==> config.mk <==
export PLATFORM = sky130hd
export DESIGN_NAME = cfg_lane_streamer
export DESIGN_NICKNAME = d
export VERILOG_FILES = /design/src/rtl/cls_pkg.sv /design/src/rtl/cls_word_buf.sv /design/src/rtl/cls_lane_mux.sv /design/src/rtl/cls_post_counter.sv /design/src/rtl/cfg_lane_streamer.sv
export SDC_FILE = /design/constraint.sdc
export NUM_CORES = 1
export LEC_CHECK = 0
export CAP_MARGIN = 20
export CORE_MARGIN = 5
export CORE_UTILIZATION = 46
export DETAILED_ROUTE_END_ITERATION = 7
export GPL_TIMING_DRIVEN = 0
export PLACE_DENSITY = 0.7
export SETUP_SLACK_MARGIN = 0.05
export SYNTH_ARGS = -nofsm -noshare
export SYNTH_HDL_FRONTEND = slang
export SYNTH_HIERARCHICAL = 1
export SYNTH_SLANG_ARGS = --single-unit
==> constraint.sdc <==
create_clock -name clk -period 3.2 [get_ports clk]
set_input_delay 0.48 -clock clk [delete_from_list [all_inputs] [get_ports clk]]
set_output_delay 0.48 -clock clk [all_outputs]
set_load 0.005 [all_outputs]
==> src/rtl/cls_pkg.sv <==
package cls_pkg;
  typedef int unsigned uint_t;

  typedef enum logic [1:0] {
    ST_IDLE = 2'd0,
    ST_RUN  = 2'd1,
    ST_DONE = 2'd2
  } stream_st_e;

  // lanes active for a given mode code: 1 << code
  function automatic uint_t lanes_of(input uint_t code);
    return uint_t'(1) << code;
  endfunction
endpackage

==> src/rtl/cls_word_buf.sv <==
module cls_word_buf
  import cls_pkg::*;
#(
  parameter int WORD_W = 16,
  parameter int LANES  = 8,
  parameter int MODE_W = 2,
  localparam int CW    = $clog2(WORD_W + 1)
) (
  input  logic              clk,
  input  logic              rst_n,
  input  logic              clear_i,
  input  logic              load_i,
  input  logic [WORD_W-1:0] word_i,
  input  logic              shift_i,
  input  logic [MODE_W-1:0] mode_i,
  output logic [LANES-1:0]  lanes_o,
  output logic [CW-1:0]     count_o
);
  logic [WORD_W-1:0] buf_q;
  logic [CW-1:0]     cnt_q;
  logic [CW-1:0]     step;

  assign step = CW'(lanes_of(uint_t'(mode_i)));

  always_ff @(posedge clk) begin
    if (!rst_n || clear_i) begin
      buf_q <= '0;
      cnt_q <= '0;
    end else if (load_i) begin
      buf_q <= word_i;
      cnt_q <= CW'(WORD_W);
    end else if (shift_i) begin
      buf_q <= buf_q >> step;
      cnt_q <= cnt_q - step;
    end
  end

  assign lanes_o = buf_q[LANES-1:0];
  assign count_o = cnt_q;

  // a load only lands in an empty buffer and fills it completely
  a_r6_load_into_empty: assert property (@(posedge clk) disable iff (!rst_n)
    load_i |-> cnt_q == '0);
  a_r6_load_fills: assert property (@(posedge clk) disable iff (!rst_n)
    (load_i && !clear_i) |=> cnt_q == CW'(WORD_W));
  // a shift never consumes bits that are not held
  a_r5_shift_has_bits: assert property (@(posedge clk) disable iff (!rst_n)
    shift_i |-> cnt_q >= step);
endmodule

==> src/rtl/cls_lane_mux.sv <==
module cls_lane_mux
  import cls_pkg::*;
#(
  parameter int LANES  = 8,
  parameter int MODE_W = 2
) (
  input  logic [MODE_W-1:0] mode_i,
  input  logic [LANES-1:0]  bits_i,
  input  logic              run_i,
  input  logic              done_i,
  output logic [LANES-1:0]  data_o
);
  for (genvar i = 0; i < LANES; i++) begin : g_lane
    logic lane_on;
    assign lane_on   = uint_t'(i) < lanes_of(uint_t'(mode_i));
    assign data_o[i] = done_i | (run_i & lane_on & bits_i[i]);
  end
endmodule

==> src/rtl/cls_post_counter.sv <==
module cls_post_counter #(
  parameter int LIMIT = 64,
  localparam int CW   = $clog2(LIMIT + 1)
) (
  input  logic clk,
  input  logic rst_n,
  input  logic clr_i,
  input  logic en_i,
  input  logic tick_i,
  output logic hit_o
);
  logic          phase_q;
  logic [CW-1:0] cnt_q;

  always_ff @(posedge clk) begin
    if (!rst_n || clr_i) begin
      phase_q <= 1'b0;
      cnt_q   <= '0;
    end else if (en_i && tick_i) begin
      phase_q <= ~phase_q;
      if (phase_q && cnt_q != CW'(LIMIT)) cnt_q <= cnt_q + 1'b1;
    end
  end

  assign hit_o = cnt_q == CW'(LIMIT);

  // the flag saturates until cleared
  a_r11_hit_sticks: assert property (@(posedge clk) disable iff (!rst_n)
    (hit_o && !clr_i) |=> hit_o);
  a_r11_count_bounded: assert property (@(posedge clk) disable iff (!rst_n)
    cnt_q <= CW'(LIMIT));
endmodule

==> src/rtl/cfg_lane_streamer.sv <==
module cfg_lane_streamer
  import cls_pkg::*;
#(
  parameter int WORD_W     = 16,
  parameter int LANES      = 8,
  parameter int CNT_W      = 24,
  parameter int POST_LIMIT = 64,
  localparam int MODE_W    = $clog2($clog2(LANES) + 1)
) (
  input  logic              clk,
  input  logic              rst_n,
  input  logic              tick_i,
  input  logic              start_i,
  input  logic              abort_i,
  input  logic [MODE_W-1:0] mode_i,
  input  logic [CNT_W-1:0]  total_bits_i,
  input  logic              in_valid_i,
  input  logic [WORD_W-1:0] in_data_i,
  output logic              in_ready_o,
  output logic              dclk_o,
  output logic [LANES-1:0]  data_o,
  output logic              last_sent_o,
  output logic              post_hit_o
);
  localparam int CW = $clog2(WORD_W + 1);

  stream_st_e        st_q;
  logic              dclk_q;
  logic [CNT_W-1:0]  rem_q;
  logic [MODE_W-1:0] mode_q;
  logic [CNT_W-1:0]  step;
  logic [LANES-1:0]  buf_lanes;
  logic [CW-1:0]     buf_cnt;
  logic              take, rise_go, fall_go, last_go, start_go;

  assign step     = CNT_W'(lanes_of(uint_t'(mode_q)));
  assign start_go = start_i && !abort_i && st_q != ST_RUN;
  assign take     = in_valid_i && in_ready_o;
  assign rise_go  = st_q == ST_RUN && tick_i && !dclk_q && buf_cnt != '0;
  assign fall_go  = st_q == ST_RUN && tick_i && dclk_q;
  assign last_go  = fall_go && rem_q == step;

  always_ff @(posedge clk) begin
    if (!rst_n) begin
      st_q   <= ST_IDLE;
      dclk_q <= 1'b0;
      rem_q  <= '0;
      mode_q <= '0;
    end else if (abort_i) begin
      st_q   <= ST_IDLE;
      dclk_q <= 1'b0;
    end else if (start_go) begin
      st_q   <= (total_bits_i == '0) ? ST_DONE : ST_RUN;
      dclk_q <= 1'b0;
      rem_q  <= total_bits_i;
      mode_q <= mode_i;
    end else if (rise_go) begin
      dclk_q <= 1'b1;
    end else if (fall_go) begin
      dclk_q <= 1'b0;
      rem_q  <= rem_q - step;
      if (last_go) st_q <= ST_DONE;
    end
  end

  cls_word_buf #(.WORD_W(WORD_W), .LANES(LANES), .MODE_W(MODE_W)) u_buf (
    .clk     (clk),
    .rst_n   (rst_n),
    .clear_i (abort_i || start_go),
    .load_i  (take && !abort_i),
    .word_i  (in_data_i),
    .shift_i (fall_go && !abort_i),
    .mode_i  (mode_q),
    .lanes_o (buf_lanes),
    .count_o (buf_cnt)
  );

  cls_lane_mux #(.LANES(LANES), .MODE_W(MODE_W)) u_mux (
    .mode_i (mode_q),
    .bits_i (buf_lanes),
    .run_i  (st_q == ST_RUN),
    .done_i (st_q == ST_DONE),
    .data_o (data_o)
  );

  cls_post_counter #(.LIMIT(POST_LIMIT)) u_post (
    .clk    (clk),
    .rst_n  (rst_n),
    .clr_i  (abort_i || start_go),
    .en_i   (st_q == ST_DONE),
    .tick_i (tick_i),
    .hit_o  (post_hit_o)
  );

  assign in_ready_o  = st_q == ST_RUN && buf_cnt == '0 && !dclk_q;
  assign dclk_o      = dclk_q;
  assign last_sent_o = st_q == ST_DONE;

  // clock rises only on a tick
  a_r7_rise_on_tick: assert property (@(posedge clk) disable iff (!rst_n)
    $rose(dclk_q) |-> $past(tick_i));
  // clock rises only with a held word
  a_r5_rise_needs_word: assert property (@(posedge clk) disable iff (!rst_n)
    $rose(dclk_q) |-> $past(buf_cnt) != '0);
  // data is steady through the high phase
  a_r4_hold_while_high: assert property (@(posedge clk) disable iff (!rst_n)
    (dclk_q && $past(dclk_q)) |-> $stable(data_o));
  // lanes above n are low while streaming
  a_r3_upper_lanes_low: assert property (@(posedge clk) disable iff (!rst_n)
    (st_q == ST_RUN) |-> (data_o >> lanes_of(uint_t'(mode_q))) == '0);
  // ready never overlaps a high clock
  a_r6_ready_clock_low: assert property (@(posedge clk) disable iff (!rst_n)
    in_ready_o |-> !dclk_q);
  // parked state after the last bit
  a_r8_parked: assert property (@(posedge clk) disable iff (!rst_n)
    last_sent_o |-> (!dclk_q && data_o == '1 && !in_ready_o));
  // abort clears within one cycle
  a_r10_abort_clears: assert property (@(posedge clk) disable iff (!rst_n)
    abort_i |=> (!dclk_q && !last_sent_o && buf_cnt == '0 && !in_ready_o));
endmodule

[Yosys cells after proc, flatten, opt, wreduce, memory -nomap -nowiden]
Index checks and enable logic that the tools add are counted.
Cells by class
  bitwise logic cells: 27
  equal/unequal tests: 7
  shift-type cells: 2
  order comparisons: 8
  reduce and logical (&&, ||, !) cells: 33
  mux-type cells: 14
  add/sub/neg operators: 3
Operators with widths (count)
  3-bit by 32-bit less-than comparator with 1-bit output, first input constant: 4
  24-bit two-way mux: 3
  1-bit by 32-bit less-than comparator with 1-bit output, first input constant: 2
  2-bit by 32-bit less-than comparator with 1-bit output, first input constant: 2
  16-bit two-way mux: 2
  1-bit by 2-bit << shifter with 32-bit output, first input constant: 1
  24-bit equality test: 1
  24-bit logical NOT: 1
  24-bit subtractor: 1
  1-bit bitwise AND: 16
  16-bit by 5-bit right shift with 16-bit output: 1
  1-bit logical AND: 14
  2-bit two-way mux: 5
  5-bit two-way mux: 2
  1-bit bitwise OR: 8
  2-bit nonzero test: 4
  7-bit by 1-bit adder with 7-bit output, second input constant: 1
  7-bit equality test, second input constant: 1
  7-bit inequality test, second input constant: 1
  3-bit AND reduction: 2
  5-bit logical NOT: 1
  5-bit nonzero test: 1
  5-bit subtractor: 1
  2-bit by 1-bit inequality test with 1-bit output, second input constant: 2
  other kinds (9): 17
Storage, ports and cells
  bits of input ports: 48
  flip-flop bits (word level): 58
  output and inout port bits: 12

[Depth between registers and ports, before layout]
  word-level depth: 8
  depth in mapped cells: 10

[Modules after synthesis]
Netlist, hierarchy kept.
By module, submodules not included
  cfg_lane_streamer: cells each 244, instances 1, area an instance 1940.6 um2
  cls_word_buf: cells each 169, instances 1, area an instance 1430.1 um2
  cls_post_counter: cells each 49, instances 1, area an instance 409.1 um2
  cls_lane_mux: cells each 11, instances 1, area an instance 85.1 um2

[Least setup slack after synthesis]
No wires, ideal clock.
  path type: flip-flop to flip-flop
  start point: reg mode_q[1]
  end point: reg rem_q[22]
  buffers on the path: 0
  data required time: 3126 ps
  library setup time: 74 ps
  slack: 873 ps
  arrival time: 2253 ps
  clock period less this slack: 2327 ps
  cell stages (with the launch flop): 10
  path through: dfxtp_1 nor2_1 ha_1 inv_1 fa_1 a21o_2 a21oi_2 nand4_2 or4_1 a31oi_1
Between the ends
  word-level cells in the longest chain between the ends: 5
RTL lines
  start, declared: line cfg_lane_streamer.sv:30  | logic [MODE_W-1:0] mode_q;
  start signal, assigned: line cfg_lane_streamer.sv:56  | mode_q <= mode_i;
  1-bit by 2-bit << shifter with 32-bit output
  24-bit subtractor: line cfg_lane_streamer.sv:61  | rem_q <= rem_q - step;
  24-bit two-way mux: line cfg_lane_streamer.sv:59  | end else if (fall_go) begin
  24-bit two-way mux: line cfg_lane_streamer.sv:57  | end else if (rise_go) begin
  24-bit two-way mux: line cfg_lane_streamer.sv:52  | end else if (start_go) begin
  end signal, assigned: line cfg_lane_streamer.sv:55  | rem_q <= total_bits_i;
  end signal, assigned: line cfg_lane_streamer.sv:61
  end, declared: line cfg_lane_streamer.sv:29  | logic [CNT_W-1:0] rem_q;
Every way passes these cells. The select of a mux whose other input is x is not followed.
A chain may end at the register's enable or synchronous reset.

[Worst setup path in the final report]
  start point: in tick_i
  end point: reg u_buf.buf_q[5]
Between the ends
  word-level cells in the longest chain between the ends: 4
RTL lines
  start, declared: line cfg_lane_streamer.sv:12  | input logic tick_i,
  1-bit logical AND (2 in a row): line cfg_lane_streamer.sv:40  | assign fall_go = st_q == ST_RUN && tick_i && dclk_q;
  1-bit logical AND: line cfg_lane_streamer.sv:72  | .shift_i (fall_go && !abort_i),
  2-bit nonzero test (no source line)
  end signal, assigned: line cls_word_buf.sv:30  | buf_q <= word_i;
  end signal, assigned: line cls_word_buf.sv:33  | buf_q <= buf_q >> step;
  end, declared: line cls_word_buf.sv:19  | logic [WORD_W-1:0] buf_q;
Every way passes these cells.

==> results.ini <==
[layout]
n_antenna_cell = 0
area_delta_synth_final_pct = 24.0
multi_input_area_sq_um = 2430
nFillCells = 761
drive_gt1_share_pct = 12.1
final-seq-area_sq_um = 1160
nets = 602
fin_area_sq_um = 4790
post-route-util_pct = 58.3

[yosys]
ys.flop_type = dfxtp_1
syn_nets = 533
synthesis.area_sq_um = 3860
synth_area_leader_cell = dfxtp_1
synth_edf_count = 0
syn_avg_cell_area_sq_um = 8.17
synthTopCellsByArea = dfxtp_1 (30%), a21oi_1 (4.3%), mux2_2 (3.8%)
synth_common_cells = dfxtp_1 (58), nand2_1 (36), a21oi_1 (33)
synth-seq-cells = 58
netlist.area_leader.share_pct = 30.0
synthArstFlopShare_pct = 0
yosysSeqAreaShare_pct = 30.0
synth.most_common_cell = dfxtp_1
syn-instance-count = 473
synth.distinct_cells = 78
yosysWarnings = 6

[setup_path]
cp_max_fo = 12
critPathLaunchType = primary input
endpoint_kind = flop
crit_required_ns = 3.43
path_class = in -> reg
cp.arrival_ns = 3.24

[floorplan]
dieWidth_microns = 102
fp.dieArea_sq_um = 10300
chipHeight_microns = 102
rows = 33
core_area_sq_um = 8220
io_pins = 60
start_util_pct = 47.0

[outcome]
outcome = complete, no violations

[clocking]
cts_num_sinks = 58
cts_tree = yes
clk_pin_slew_worst_paths_ns = 0.06
cts_made_buffers = 9
cts_buffer_depth = 2
cts_root_buffer = clkbuf_8
cts-htree-levels = 3
insertion_delay_ns = 0.34
post_cts_buffers = 0

[timing]
worst-slew-pin-transition_ns = 1.06
fin_crit_sh_pct = 94.3
setup_violations = 0
relSlewSlack_pct = 29.0
hold_viol_final = 0
period_minus_slack_ns = 3.02
finalClockSkew_ns = 0.00889
max_freq_ghz = 0.331
rsz0062_at_grt = false
maxSlewViolCount = 0
tns_ns = 0

[placed_design]
dpl_cell_area_sq_um = 4590
gp_congestion = 0.908
portBuffers = 59
dp_hpwl_microns = 8270

[global_routing]
busiest_layer = met2
grt_usage_pct = 22.4
grt_max_degree = 13
grt_overflow = 0
antenna_found_initial = 0
grt_pass1_vias = 3738
use_met2_pct = 35.2
grt_pass1_wl_microns = 18500
grt_use_met3_pct = 3.10
met1_usage_pct = 31.0

[pwr]
power_uw = 1810
ir_drop_mv = 0.166
p_leak_uw = 0.00179
power.density_nw_per_um2 = 377

[detailed_routing]
drc = 0
drt-total-wl_microns = 11300
routed_via_density = 6.06
drtIter0Drc = 430
wl_per_cell_microns = 17.4
firstDrtPassIters = 5
antenna_left = 0
vias = 3948

[hold_path]
min_path_type = reg -> reg

[job]
drv_cap = 0

==> registers in the layout, summed over array words and instances (netlist names) <==
name / cells
mode_q: 2
u_post/phase_q: 1
dclk_o: 1
u_buf/buf_q: 16
u_post/cnt_q: 7
rem_q: 24
u_buf/count_o: 5
st_q: 2
==> logic make-up (layout without fill, tap and decap cells) <==
group / Yosys count / after routing / synth area share [%]
AO/OA/AOI/OAI: 136 / 136 / 24.1
XOR/XNOR: 7 / 7 / 1.59
adder cells (fa/ha/maj): 12 / 12 / 4.27
buffers and inverters: 51 / 124 / 7.02
flip-flops: 58 / 58 / 30.0
multiplexers: 20 / 20 / 5.60
AND/OR/NAND/NOR: 189 / 189 / 27.4
==> per-stage QoR <==
step	instances	setup slack, ns	hold slack [ns]
after floorplan	473	0.873	0.447
after global placement	637	-0.323	0.464
after detailed placement	637	-0.345	0.486
after CTS	652	0.0746	0.495
after global routing	651	0.0860	0.513
final	651	0.182	0.495
==> cells in the final DEF (no fill, tap or decap), drive strengths merged, types with 3 or more instances in the layout <==
master,n
a211oi,4
a21o,9
a21oi,34
a221oi,5
a222oi,6
a2bb2oi,3
a31oi,8
a32o,3
and2,11
and3,13
buf,21
clkbuf,26
clkdlybuf4s50,59
dfxtp,58
ha,10
inv,13
mux2,13
mux2i,7
nand2,36
nand2b,14
nand3,17
nand3b,3
nand4,6
nor2,30
nor2b,6
nor3,16
nor3b,3
nor4,12
o211ai,4
o21ai,29
o311ai,3
o31ai,5
or3,7
or4,6
xor2,5
==> worst paths after layout <==
check / start / to / slack, ns / cells past startpoint
setup / recovery: tick_i / u_buf/buf_q[5] / 0.18 / 11
hold / removal: u_post/cnt_q[6] / u_post/cnt_q[6] / 0.49 / 2
setup reg to reg: st_q[1] / rem_q[17] / 0.44 / 6
hold reg to reg: u_post/cnt_q[6] / u_post/cnt_q[6] / 0.49 / 2
==> where the power goes <==
part	total (uW)	internal [uW]	switching (uW)	leakage, uW
registers	759	740	18.9	0.000470
logic	339	159	180	0.00121
clock network	708	418	290	0.000106
==> layout make-up <==
class | instances | area share [%]
multi-input combinational | 364 | 50.7
tap | 105 | 2.74
inverter | 15 | 1.25
clock inverter | 2 | 0.731
clock buffer | 13 | 3.52
sequential | 58 | 24.2
buffer | 35 | 4.46
timing repair buffer | 59 | 12.3
==> repair_timing <==
item,4_1_cts,5_1_grt
hold buffers,0,0
setup endpoints to repair,4,11
pin swaps,0,1
gates resized for setup,1,1
==> metal layers <==
| metal | part of all wire (%) | wire, microns |
|---|---|---|
| met1 | 47 | 5270 |
| met2 | 46 | 5180 |
| met3 | 5.5 | 627 |
| met4 | 2.3 | 261 |
| met5 | 0 | 0 |
==> worst max-delay path, cell delays in order <==
cell	delay [ns]
clkdlybuf4s50_1	0.59
nand4b_1	0.17
or2_2	0.30
clkbuf_2	0.21
clkinvlp_4	0.19
buf_4	0.23
buf_2	0.25
nor2b_1	0.22
buf_2	0.27
a21oi_1	0.12
a32o_1	0.22
Note: power is estimated with default switching activity, not from simulation.
